==> config.mk <==
export PLATFORM = sky130hd
export DESIGN_NAME = usb_rx_deser
export DESIGN_NICKNAME = d
export VERILOG_FILES = /design/src/rtl/usb_rx_pkg.sv /design/src/rtl/usb_rx_nrzi.sv /design/src/rtl/usb_rx_destuff.sv /design/src/rtl/usb_rx_bytes.sv /design/src/rtl/usb_rx_deser.sv
export SDC_FILE = /design/constraint.sdc
export NUM_CORES = 1
export LEC_CHECK = 0
export BUFFER_PORTS_ARGS = -buffer_cell sky130_fd_sc_hd__buf_4
export CORE_MARGIN = 2
export CORE_UTILIZATION = 56
export DETAILED_ROUTE_END_ITERATION = 16
export GPL_TIMING_DRIVEN = 0
export PLACE_DENSITY_LB_ADDON = 0.15
export SLEW_MARGIN = 20
export SYNTH_ARGS = -nofsm -noshare
export SYNTH_HDL_FRONTEND = slang
export SYNTH_SLANG_ARGS = --single-unit
==> constraint.sdc <==
create_clock -name clk_i -period 2.7 [get_ports clk_i]
set_clock_uncertainty 0.2 [all_clocks]
set_input_delay 0.54 -clock clk_i [delete_from_list [all_inputs] [get_ports clk_i]]
set_output_delay 0.54 -clock clk_i [all_outputs]
set_load 0.02 [all_outputs]
==> src/rtl/usb_rx_pkg.sv <==
package usb_rx_pkg;
  typedef enum logic {ST_HUNT, ST_PKT} rx_state_e;
  localparam logic [1:0] LINE_SE0 = 2'b00;
endpackage

==> src/rtl/usb_rx_nrzi.sv <==
module usb_rx_nrzi
  import usb_rx_pkg::*;
(
  input  logic       clk_i,
  input  logic       rst_ni,
  input  logic       smp_i,
  input  logic [1:0] line_i,
  output logic       se0_o,
  output logic       bit_o
);
  logic prev_q;
  logic lvl;

  assign lvl   = line_i[1];
  assign se0_o = (line_i == LINE_SE0);
  assign bit_o = (lvl == prev_q);

  always_ff @(posedge clk_i or negedge rst_ni) begin
    if (!rst_ni)              prev_q <= 1'b1;
    else if (smp_i && !se0_o) prev_q <= lvl;
  end

  assert_hold_level_R10: assert property (@(posedge clk_i) disable iff (!rst_ni)
    !smp_i |=> $stable(prev_q));
endmodule

==> src/rtl/usb_rx_destuff.sv <==
module usb_rx_destuff #(
  parameter int RUN = 6
) (
  input  logic clk_i,
  input  logic rst_ni,
  input  logic load_i,
  input  logic bit_en_i,
  input  logic bit_i,
  output logic drop_o,
  output logic err_o
);
  localparam int OW = $clog2(RUN + 1);
  localparam logic [OW-1:0] OMAX = OW'(RUN);

  logic [OW-1:0] ones_q;
  logic          full;

  assign full   = (ones_q == OMAX);
  assign drop_o = bit_en_i && full && !bit_i;
  assign err_o  = bit_en_i && full && bit_i;

  always_ff @(posedge clk_i or negedge rst_ni) begin
    if (!rst_ni)       ones_q <= '0;
    else if (load_i)   ones_q <= OW'(1);  // trailing one of lead-in
    else if (bit_en_i) begin
      if (full)       ones_q <= '0;
      else if (bit_i) ones_q <= ones_q + 1'b1;
      else            ones_q <= '0;
    end
  end

  assert_run_bound_R5: assert property (@(posedge clk_i) disable iff (!rst_ni)
    ones_q <= OMAX);
  assert_drop_restart_R5: assert property (@(posedge clk_i) disable iff (!rst_ni)
    drop_o && !load_i |=> ones_q == '0);
endmodule

==> src/rtl/usb_rx_bytes.sv <==
module usb_rx_bytes #(
  parameter int W = 8
) (
  input  logic         clk_i,
  input  logic         rst_ni,
  input  logic         clr_i,
  input  logic         shift_i,
  input  logic         bit_i,
  output logic [W-1:0] byte_o,
  output logic         done_o,
  output logic         partial_o
);
  localparam int CW = $clog2(W);
  localparam logic [CW-1:0] CLAST = CW'(W - 1);

  logic [W-1:0]  sr_q;
  logic [CW-1:0] cnt_q;

  assign byte_o    = {bit_i, sr_q[W-1:1]};
  assign done_o    = shift_i && (cnt_q == CLAST);
  assign partial_o = (cnt_q != '0);

  always_ff @(posedge clk_i or negedge rst_ni) begin
    if (!rst_ni) begin
      sr_q  <= '0;
      cnt_q <= '0;
    end else if (clr_i) begin
      cnt_q <= '0;
    end else if (shift_i) begin
      sr_q  <= byte_o;
      cnt_q <= (cnt_q == CLAST) ? '0 : cnt_q + 1'b1;
    end
  end

  assert_cnt_range_R4: assert property (@(posedge clk_i) disable iff (!rst_ni)
    cnt_q <= CLAST);
endmodule

==> src/rtl/usb_rx_deser.sv <==
module usb_rx_deser
  import usb_rx_pkg::*;
#(
  parameter int DATA_W     = 8,
  parameter int SYNC_ZEROS = 4,
  parameter int STUFF_RUN  = 6,
  parameter int EOP_SE0    = 2
) (
  input  logic              clk_i,
  input  logic              rst_ni,
  input  logic              bit_vld_i,
  input  logic [1:0]        line_i,
  input  logic              eb_err_i,
  output logic              rx_active_o,
  output logic              rx_valid_o,
  output logic [DATA_W-1:0] rx_data_o,
  output logic              stuff_err_o,
  output logic              align_err_o,
  output logic              eb_err_o
);
  localparam int ZW = $clog2(SYNC_ZEROS + 1);
  localparam int SW = $clog2(EOP_SE0 + 1);
  localparam logic [ZW-1:0] ZMAX = ZW'(SYNC_ZEROS);
  localparam logic [SW-1:0] SMAX = SW'(EOP_SE0);

  rx_state_e state_q;
  logic [ZW-1:0] zeros_q;
  logic [SW-1:0] se0_q;

  logic se0, dbit, in_pkt;
  logic hunt_bit, sync_hit, eop_hit, data_bit, shift;
  logic drop, serr, bdone, bpart;
  logic [DATA_W-1:0] bval;

  usb_rx_nrzi u_nrzi (
    .clk_i, .rst_ni, .smp_i(bit_vld_i), .line_i, .se0_o(se0), .bit_o(dbit)
  );

  assign in_pkt   = (state_q == ST_PKT);
  assign hunt_bit = bit_vld_i && !in_pkt && !se0;
  assign sync_hit = hunt_bit && dbit && (zeros_q == ZMAX);
  assign eop_hit  = bit_vld_i && in_pkt && !se0 && (se0_q == SMAX);
  assign data_bit = bit_vld_i && in_pkt && !se0 && !eop_hit;
  assign shift    = data_bit && !drop && !serr;

  usb_rx_destuff #(.RUN(STUFF_RUN)) u_destuff (
    .clk_i, .rst_ni, .load_i(sync_hit), .bit_en_i(data_bit), .bit_i(dbit),
    .drop_o(drop), .err_o(serr)
  );

  usb_rx_bytes #(.W(DATA_W)) u_bytes (
    .clk_i, .rst_ni, .clr_i(sync_hit), .shift_i(shift), .bit_i(dbit),
    .byte_o(bval), .done_o(bdone), .partial_o(bpart)
  );

  always_ff @(posedge clk_i or negedge rst_ni) begin
    if (!rst_ni) begin
      state_q <= ST_HUNT;
      zeros_q <= '0;
      se0_q   <= '0;
    end else begin
      if (sync_hit)              state_q <= ST_PKT;
      else if (eop_hit || serr)  state_q <= ST_HUNT;

      if (eop_hit || serr || sync_hit) zeros_q <= '0;
      else if (hunt_bit)         zeros_q <= dbit ? '0 : ((zeros_q == ZMAX) ? zeros_q : zeros_q + 1'b1);
      else if (bit_vld_i && !in_pkt) zeros_q <= '0;  // SE0 while hunting

      if (sync_hit || eop_hit)   se0_q <= '0;
      else if (bit_vld_i && in_pkt)
        se0_q <= se0 ? ((se0_q == SMAX) ? se0_q : se0_q + 1'b1) : '0;
    end
  end

  always_ff @(posedge clk_i or negedge rst_ni) begin
    if (!rst_ni) begin
      rx_valid_o  <= 1'b0;
      rx_data_o   <= '0;
      stuff_err_o <= 1'b0;
      align_err_o <= 1'b0;
      eb_err_o    <= 1'b0;
    end else begin
      rx_valid_o  <= bdone;
      if (bdone) rx_data_o <= bval;
      stuff_err_o <= serr;
      align_err_o <= eop_hit && bpart;
      eb_err_o    <= eb_err_i && in_pkt;
    end
  end

  assign rx_active_o = in_pkt;

  assert_valid_in_pkt_R4: assert property (@(posedge clk_i) disable iff (!rst_ni)
    rx_valid_o |-> rx_active_o);
  assert_stuff_abort_R6: assert property (@(posedge clk_i) disable iff (!rst_ni)
    stuff_err_o |-> !rx_active_o && !rx_valid_o);
  assert_align_at_end_R8: assert property (@(posedge clk_i) disable iff (!rst_ni)
    align_err_o |-> $fell(rx_active_o));
  assert_eb_source_R9: assert property (@(posedge clk_i) disable iff (!rst_ni)
    eb_err_o |-> $past(eb_err_i));
  assert_idle_strobe_R10: assert property (@(posedge clk_i) disable iff (!rst_ni)
    !bit_vld_i |=> $stable(rx_active_o) && !rx_valid_o);
endmodule

## Word level (Yosys, flattened, before mapping)

Index checks and enable logic that the tools add are counted.

- Memories: 0
- Bits of input ports: 6
- Output and inout port bits: 13
- Word-level logic and storage cells: 78
- Bits in read-only memories: 0
- Register bits: 33
- Bits in latches: 0
- Bits in writable memories: 0

- $add $sub $neg: 4
- Eq/ne operators: 7
- Bitwise logic cells: 1
- Multiplexer cells: 18
- $mul: 0
- Reductions and logical operators: 36
- Order comparisons: 0
- Div/mod/pow operators: 0
- Shift operators: 0

Operator list:

| cell | count |
|---|---|
| $mux 3 | 12 |
| $logic_and 1x1->1 | 17 |
| $add 3x1->3 const B | 3 |
| $eq 3x3->1 const B | 3 |
| $mux 2 | 4 |
| $reduce_bool 2->1 | 4 |
| $logic_not 1->1 | 6 |
| $reduce_and 2->1 | 3 |
| $reduce_bool 3->1 | 2 |
| $ne 4x4->1 const B | 1 |
| $logic_or 1x1->1 | 3 |
| $ne 3x2->1 const B | 1 |
| $add 2x1->2 const B | 1 |
| $eq 2x2->1 const B | 1 |
| $logic_not 2->1 | 1 |
| $mux 1 | 2 |
| $eq 1x1->1 | 1 |
| $not 1->1 | 1 |

## Depth between registers and ports, before layout

Gate-level depths: netlist (run 1).

- Word-level depth: 13
- Mapped depth: 6
- Gate-level depth less buffers: 6

## Modules after synthesis

Synthesis (run 1) repeated with hierarchy kept, for this count alone.

- Cells, all modules: 128
- Area total of the unflattened synthesis: 1561.5 sq um

By module, submodules not included:

| module | cells each | area each (sq um) | instances | sequential area each (sq um) |
|---|---|---|---|---|
| usb_rx_deser | 69 | 838.3 | 1 | 450.4 |
| usb_rx_bytes | 33 | 484.2 | 1 | 250.2 |
| usb_rx_destuff | 21 | 187.7 | 1 | 75.1 |
| usb_rx_nrzi | 5 | 51.3 | 1 | 26.3 |

## Worst setup path after synthesis (run 1)

No wires, ideal clock.

- Path kind: input to register
- Start point: input port line_i[1]
- End point: register u_bytes.sr_q[2]
- Arrival time: 1821 ps
- Library setup time: 125 ps
- Path slack: 555 ps
- Path buffers: 2
- Stages: 5
- Data required time: 2375 ps
- Cell sequence: buf_4 -> nor2_1 -> a2111oi_4 -> buf_4 -> mux2_2

- Word-level cells in the longest chain between the ends: 12
- Elaborated cells on any way between the ends: 20
- Classes of those cells: eq/ne: 1; bitwise: 1; reduce/logical: 18

Ends and longest elaborated chain:

| item | line | RTL |
|---|---|---|
| from (decl) | usb_rx_deser.sv:12 | `input logic [1:0] line_i,` |
| $logic_not 2->1 | usb_rx_nrzi.sv:15 | `assign se0_o = (line_i == LINE_SE0);` |
| $logic_not 1->1 | usb_rx_deser.sv:40, usb_rx_deser.sv:42, usb_rx_deser.sv:43 |  |
| $logic_and 1x1->1 | usb_rx_deser.sv:42, usb_rx_deser.sv:43 |  |
| $logic_and 1x1->1 | usb_rx_deser.sv:42 | `assign eop_hit = bit_vld_i && in_pkt && !se0 && (se0_q == SMAX);` |
| $logic_not 1->1 | usb_rx_deser.sv:43 | `assign data_bit = bit_vld_i && in_pkt && !se0 && !eop_hit;` |
| $logic_and 1x1->1 | usb_rx_deser.sv:43 |  |
| $logic_and 1x1->1 | usb_rx_destuff.sv:19, usb_rx_destuff.sv:20 |  |
| $logic_and 1x1->1 | usb_rx_destuff.sv:19 | `assign drop_o = bit_en_i && full && !bit_i;` |
| $logic_not 1->1 | usb_rx_deser.sv:44 | `assign shift = data_bit && !drop && !serr;` |
| $logic_and 1x1->1 (2 in a row) | usb_rx_deser.sv:44 |  |
| $reduce_and 2->1 (no source line) * | -- |  |
| to (signal assigned) | usb_rx_bytes.sv:30 | `sr_q <= byte_o;` |
| to (decl) | usb_rx_bytes.sv:16 | `logic [W-1:0] sr_q;` |

Mark *: on every way between the ends. The rest lies on a longest branch, timed or not.
A chain may end at the register's enable or synchronous reset.

## Final worst setup path (run 1)

- Start point: register u_destuff.ones_q[0]
- End point: register u_bytes.sr_q[2]

- Word-level cells in the longest chain between the ends: 7
- Elaborated cells on any way between the ends: 9
- Classes of those cells: eq/ne: 1; reduce/logical: 8

Ends and longest elaborated chain:

| item | line | RTL |
|---|---|---|
| from (decl) | usb_rx_destuff.sv:15 | `logic [OW-1:0] ones_q;` |
| from (signal assigned) | usb_rx_destuff.sv:27 | `else if (bit_i) ones_q <= ones_q + 1'b1;` |
| $eq 3x3->1 * | usb_rx_destuff.sv:18 | `assign full = (ones_q == OMAX);` |
| $logic_and 1x1->1 * | usb_rx_destuff.sv:19, usb_rx_destuff.sv:20 |  |
| $logic_and 1x1->1 | usb_rx_destuff.sv:19 |  |
| $logic_not 1->1 | usb_rx_deser.sv:44 |  |
| $logic_and 1x1->1 | usb_rx_deser.sv:44 |  |
| $logic_and 1x1->1 * | usb_rx_deser.sv:44 |  |
| $reduce_and 2->1 (no source line) * | -- |  |

Marks and branches as above.

==> reports/metrics.yaml, run 1 <==
status:
  run_status: "finished, final reports clean"
floorplanning:
  dieArea_um2: 3140
  die_h_um: 56.0
  die_w_um: 56.0
  io_pins: 19
  start_util: 0.600
  fp-row-count: 18
  core_um2: 2520
yosys:
  async_flop_share: 1.00
  syn_area_um2: 1510
  synth_top_area_cell: "dfrtp_1"
  ys_types: 34
  synthCells: 124
  syn_nets: 138
  yosysWarnings: 0
  avgSynthCellArea_um2: 12.2
  ys_seq_area_frac: 0.530
  synth-edff-count: 0
  yosys-top-cells-area: "dfrtp_1 (51%), mux2_2 (12%), ha_1 (6.6%), a22o_1 (2.9%), nor2_1 (2.5%)"
  ys.flop_type: "dfrtp_1"
  ys_ff_latch: 32
  netlist.area_leader.share: 0.512
drt:
  ant_nets: 0
  wire_per_inst_um: 14.1
  routed_wirelength_um: 2530
  vias: 1014
  drt_first_pass_iters: 4
  drt-vias-per-instance: 5.63
  drt_iter0_markers: 55
  drc_errors: 0
cts:
  cts_tree: "yes"
  clock-sinks: 32
  numCtsBuffers: 5
  htreeDepth: 2
  cts_resized: 0
  root_buffer: "clkbuf_4"
  post_cts.repair.setup_buffers: 0
  clock_latency_ns: 0.33
  clockBufferDepth: 2
  clkSlewWorstSetupHoldPaths_ns: 0.10
grt:
  grt_pass1_vias: 942
  grt_use_met2: 0.277
  antenna_found_initial: 0
  grt_pass1_wl_um: 4370
  grt.total_usage: 0.185
  use_met1: 0.252
  busiest_layer: "met2"
  grt_use_met3: 0.0791
  grt_max_degree: 33
  grt_overflow: 0
setup_path:
  slowest_stage: "a2111oi_4"
  rr_startpoint: "u_destuff.ones_q[0]$_DFFE_PN0P_"
  critPathLaunchType: "flop"
  rr_worst_depth: 5
  cp.required_ns: 2.72
  r2r-end: "u_bytes.sr_q[2]$_DFFE_PN0P_"
  crit_path_end_kind: "flop"
  slowest_delay_ns: 0.59
  r2r_setup_slack_ns: 0.46
  crit_fanout: 10
  cp.arrival_ns: 2.26
  worstSetupPathType: "reg2reg"
  crit_chain: "inv_1 -> ha_1 -> a2111oi_4 -> buf_4 -> mux2_2"
cells_and_area:
  area_growth_pct: 15.5
  fill_cells: 203
  drive_gt1_frac: 0.313
  utilization: 0.693
  diodes: 0
  final_nets: 163
  layout_commonest_cell: "dfrtp_1"
  seqCellArea_um2: 802
  layout_common_cells: "dfrtp_1 (31), buf_4 (19), mux2_2 (16)"
  multiInputGateArea_um2: 659
worst_hold_path:
  min_to: "eb_err_o$_DFF_PN0_"
  hold_depth: 2
  hp-class: "in2reg"
  holdCritStartpoint: "eb_err_i"
power:
  p_sw_frac: 0.333
  vdd_drop_max_mv: 0.575
  p_clk_frac: 0.196
  pwr_density_cell_nw_per_um2: 829
  power.switching_w: 0.000483
  seqPwrFrac: 0.501
  power.static_leakage_nw: 0.895
  intPower_w: 0.000966
  p_comb_frac: 0.304
sta:
  slew_viol_final: 0
  fmax_mhz: 447
  rsz0062_at_grt: "false"
  min_period_ns: 2.24
  final.period_utilization: 0.829
  hold_violations: 0
  fin_setup_tns_ns: 0
  worst_slack_ns: 0.460
  relSlewSlack: 0.645
  setup_viol: 0
  tightest_slew_ns: 0.528
flow_run:
  maxCapViolCount: 0
placement:
  post-dp-hpwl_um: 1830
  gp_congestion: 0.698
  io_buffers: 17
  dp_slack_ns: 0.363
## kinds of logic (layout without fill, tap and decap cells)
group,after synthesis,count (layout),synth area share
compound gates,24,24,0.136
xor+xnor,2,2,0.0116
fa+ha+maj,8,8,0.0661
buf+inv,12,38,0.0347
flops,32,32,0.530
mux,16,16,0.119
simple gates,30,30,0.102
## cell type report
class | instances | share of cell area
tap | 30 | 0.0215
timing repair buffer | 18 | 0.0787
sequential | 32 | 0.459
buffer | 3 | 0.0107
clock buffer | 8 | 0.0336
inverter | 9 | 0.0193
multi-input combinational | 80 | 0.377
## timing repair
action	in CTS	in global routing
hold buffers	1	0
setup endpoints to repair	0	0
hold endpoints to repair	31	0
## power by group through the flow
stage	Sequential [W]	Clock, W	Combinational (W)
after global routing	0.000750	0.000317	0.000496
after global placement	0.000724	0	0.000422
after floorplan	0.000727	0	0.000319
after CTS	0.000725	0.000290	0.000447
final	0.000725	0.000283	0.000440
after detailed placement	0.000735	0	0.000444
## per-layer routing
layer,routed length [µm],vias to the layer above
met4,29,0
met1,1190,483
li1,-,495
met2,1150,32
met3,154,4
met5,0,-
## synthesized netlist by cell type, drive strengths merged, types with 2 or more instances
master	number
a21oi	3
buf	2
dfrtp	31
o211ai	2
nor2b	2
nor3	3
a22o	5
nand2	8
inv	9
ha	8
o21ai	2
mux2	16
a21o	2
a32o	2
nand2b	2
nor2	10
## metrics by stage
stage	instance area (µm²)	hold WS [ns]	total power (W)	instances
floorplan	1510	0.0444	0.00105	124
global placement	1680	0.276	0.00115	171
detailed placement	1680	0.289	0.00118	171
CTS	1750	0.201	0.00146	180
global route	1750	0.197	0.00156	180
finish	1750	0.213	0.00145	180
## flip-flops by register name, indices dropped and copies added, names as in the netlist
register	count
align_err_o	1
eb_err_o	1
rx_active_o	1
rx_data_o	8
rx_valid_o	1
se0_q	2
stuff_err_o	1
u_bytes.cnt_q	3
u_bytes.sr_q	7
u_destuff.ones_q	3
u_nrzi.prev_q	1
zeros_q	3
## critical path, delay by kind of cell (launching register included)
| family | cells | cell delay, ns |
|---|---|---|
| multiplexers | 1 | 0.35 |
| flip-flops | 1 | 0.40 |
| adder cells (fa/ha/maj) | 1 | 0.25 |
| AO/OA/AOI/OAI | 1 | 0.59 |
| buffers and inverters | 2 | 0.34 |
## how the worst max path moves through the flow
stage,from,to,slack [ns],cells after the start
floorplan,line_i[1],u_bytes.sr_q[2]$_DFFE_PN0P_,0.55,5
detailed placement,line_i[1],u_bytes.sr_q[2]$_DFFE_PN0P_,0.36,5
global route,u_destuff.ones_q[0]$_DFFE_PN0P_,u_bytes.sr_q[6]$_DFFE_PN0P_,0.33,5
CTS,u_destuff.ones_q[0]$_DFFE_PN0P_,u_bytes.sr_q[2]$_DFFE_PN0P_,0.44,5
global placement,line_i[1],u_bytes.sr_q[6]$_DFFE_PN0P_,0.40,5
finish,u_destuff.ones_q[0]$_DFFE_PN0P_,u_bytes.sr_q[2]$_DFFE_PN0P_,0.46,5
No activity file was read; power rests on OpenSTA's default activity.
==> inputs of run 2 (changes only) <==
ABC_AREA = 1   (was default)
CORE_UTILIZATION = 51   (was 56)
clock period = 1.9 ns   (was 2.7 ns; I/O delays follow)
==> run 2 against run 1 <==
Sequential power grew 28%. Critical path depth grew 4. Clock-buffer cell count shrank 1. Routed wire length grew 11%. Synthesized area grew 2.3%. Combinational power grew 10%. Total power grew 27%. Maximum frequency grew 32%. Setup slack lost 0.26 ns. Register-to-register slack lost 0.26 ns. First-iteration DRC count shrank 33%. Die area grew 11%.
==> reports/metrics.yaml, run 2 <==
setup_path:
  crit_path_end_kind: "flop"
  rr_startpoint: "se0_q[0]$_DFFE_PN0P_"
  cp.required_ns: 1.92
  r2r-end: "rx_data_o[0]$_DFFE_PN0P_"
  rr_worst_depth: 9
  cp.arrival_ns: 1.72
  crit_fanout: 10
  critPathLaunchType: "flop"
  r2r_setup_slack_ns: 0.20
  worstSetupPathType: "reg2reg"
sta:
  setup_viol: 0
  fin_hold_ws_ns: 0.0318
  min_period_ns: 1.70
  slew_viol_final: 0
  final.period_utilization: 0.895
  fin_setup_tns_ns: 0
  hold_violations: 0
  worst_slack_ns: 0.200
  relSlewSlack: 0.729
  tightest_slew_ns: 0.407
  rsz0062_at_grt: "false"
  fmax_mhz: 588
drt:
  routed_wirelength_um: 2800
  ant_nets: 0
  drt_iter0_markers: 37
  drc_errors: 0
  drt_first_pass_iters: 4
  wire_per_inst_um: 12.2
  drt-vias-per-instance: 5.13
  vias: 1174
floorplanning:
  start_util: 0.548
  dieArea_um2: 3490
  fp-row-count: 19
  die_h_um: 59.1
  io_pins: 19
  core_um2: 2830
  die_w_um: 59.1
cts:
  clock-sinks: 32
  clock_latency_ns: 0.32
  htreeDepth: 2
  clkSlewWorstSetupHoldPaths_ns: 0.09
  post_cts.repair.setup_buffers: 0
  root_buffer: "clkbuf_4"
  clockBufferDepth: 2
  hold_buffers: 1
  cts_resized: 0
  numCtsBuffers: 5
  cts_tree: "yes"
cells_and_area:
  layout_commonest_cell: "nand2_1"
  area_growth_pct: 16.1
  final_area_um2: 1800
  drive_gt1_frac: 0.227
  layout_common_cells: "nand2_1 (45), dfrtp_1 (31), inv_1 (28)"
  largest_reg_flops: 8
  final_nets: 212
  top_regs: "rx_data_o x8, u_bytes.sr_q x7"
  largest-register: "rx_data_o"
  diodes: 0
  stdcell_count: 229
yosys:
  yosys-top-cells-area: "dfrtp_1 (50%), nand2_1 (11%), inv_1 (6.8%), ha_1 (6.5%), o21ai_0 (4.5%)"
  ys_ff_latch: 32
  synth_top_area_cell: "dfrtp_1"
  ys_seq_area_frac: 0.518
  syn_area_um2: 1550
  synth.top_cells.by_count: "nand2_1 (45), dfrtp_1 (31), inv_1 (28)"
  avgSynthCellArea_um2: 9.01
  ys_types: 22
  ys.flop_type: "dfrtp_1"
  yosysMostFrequentCell: "nand2_1"
  async_flop_share: 1.00
  synth-edff-count: 0
  yosysWarnings: 0
  synthCells: 172
  syn_nets: 186
  netlist.area_leader.share: 0.501
worst_hold_path:
  hold_depth: 2
  holdCritStartpoint: "bit_vld_i"
  min_to: "u_nrzi.prev_q$_DFFE_PN1P_"
  hp-class: "in2reg"
placement:
  dp_slack_ns: 0.181
  postPlaceCellArea_um2: 1720
  placed_cells: 221
  post-dp-hpwl_um: 1990
  gp_congestion: 0.861
  io_buffers: 18
grt:
  grt_overflow: 0
  grt_max_degree: 33
  grt_pass1_vias: 1241
  grt.total_usage: 0.200
  antenna_found_initial: 0
  grt_pass1_wl_um: 5200
power:
  pwr_density_cell_nw_per_um2: 1020
  vdd_drop_max_mv: 0.473
  power.static_leakage_nw: 0.987
flow_run:
  maxCapViolCount: 0
status:
  run_status: "finished, final reports clean"
==> run 2: cell types whose count changed after synthesis, moves of 7 or more <==
cell,change
nand3_1,+12
o21ai_0,+12
nand2_1,+38
inv_1,+19
mux2_2,-16
o21ai_2,+7
==> run 2: worst max-delay path by stage <==
stage	start	to	cells after the start
2_1_floorplan	rx_active_o$_DFFE_PN0P_	rx_data_o[4]$_DFFE_PN0P_	8
3_3_place_gp	line_i[1]	zeros_q[1]$_DFFE_PN0P_	8
3_5_place_dp	line_i[1]	zeros_q[2]$_DFFE_PN0P_	8
4_1_cts	se0_q[0]$_DFFE_PN0P_	rx_data_o[5]$_DFFE_PN0P_	9
5_1_grt	u_nrzi.prev_q$_DFFE_PN1P_	zeros_q[0]$_DFFE_PN0P_	8
6_report	se0_q[0]$_DFFE_PN0P_	rx_data_o[0]$_DFFE_PN0P_	9
==> run 2: critical path: stages, from the launching register on <==
cell     delay, ns
dfrtp_1       0.38
inv_1         0.06
ha_1          0.22
inv_1         0.10
nand2_4       0.09
nor2_8        0.17
nand2_4       0.10
buf_6         0.16
nand2_1       0.07
nand2_1       0.05
==> run 2: cell type report <==
cell class | count | area (µm²)
clock buffer | 7 | 65.1
timing repair buffer | 19 | 145
fill | 227 | 1030
multi-input combinational | 110 | 623
sequential | 32 | 802
tap | 31 | 38.8
inverter | 28 | 105
buffer | 2 | 18.8
==> run 2: stage by stage <==
| stage | utilization | power (W) |
|---|---|---|
| global route | 0.636 | 0.00198 |
| CTS | 0.636 | 0.00187 |
| floorplan | - | 0.00125 |
| detailed placement | 0.609 | 0.00142 |
| global placement | 0.609 | 0.00139 |
| finish | 0.636 | 0.00184 |
==> run 2: per-layer routing <==
layer | global-route usage | wire length, µm | part of all wire
met1 | 0.214 | 1180 | 0.42
met2 | 0.368 | 1430 | 0.51
met4 | 0.0747 | 63 | 0.023
met5 | 0 | 0 | 0
met3 | 0.0590 | 122 | 0.044
==> run 2: cells by family (layout without fill, tap and decap cells) <==
logic type | after synthesis | in the layout | share of synthesized area
adders and majority gates | 8 | 8 | 0.0646
and+or+nand+nor | 77 | 77 | 0.237
DFF | 32 | 32 | 0.518
AOI/OAI and AO/OA | 24 | 24 | 0.0953
xor gates and xnor gates | 1 | 1 | 0.00566
buffers and inverters | 30 | 56 | 0.0800
==> run 2: power by group <==
group,internal (W),total (W),switching (W)
clock network,0.000210,0.000426,0.000217
registers,0.000831,0.000926,0.0000946
logic,0.000194,0.000484,0.000291
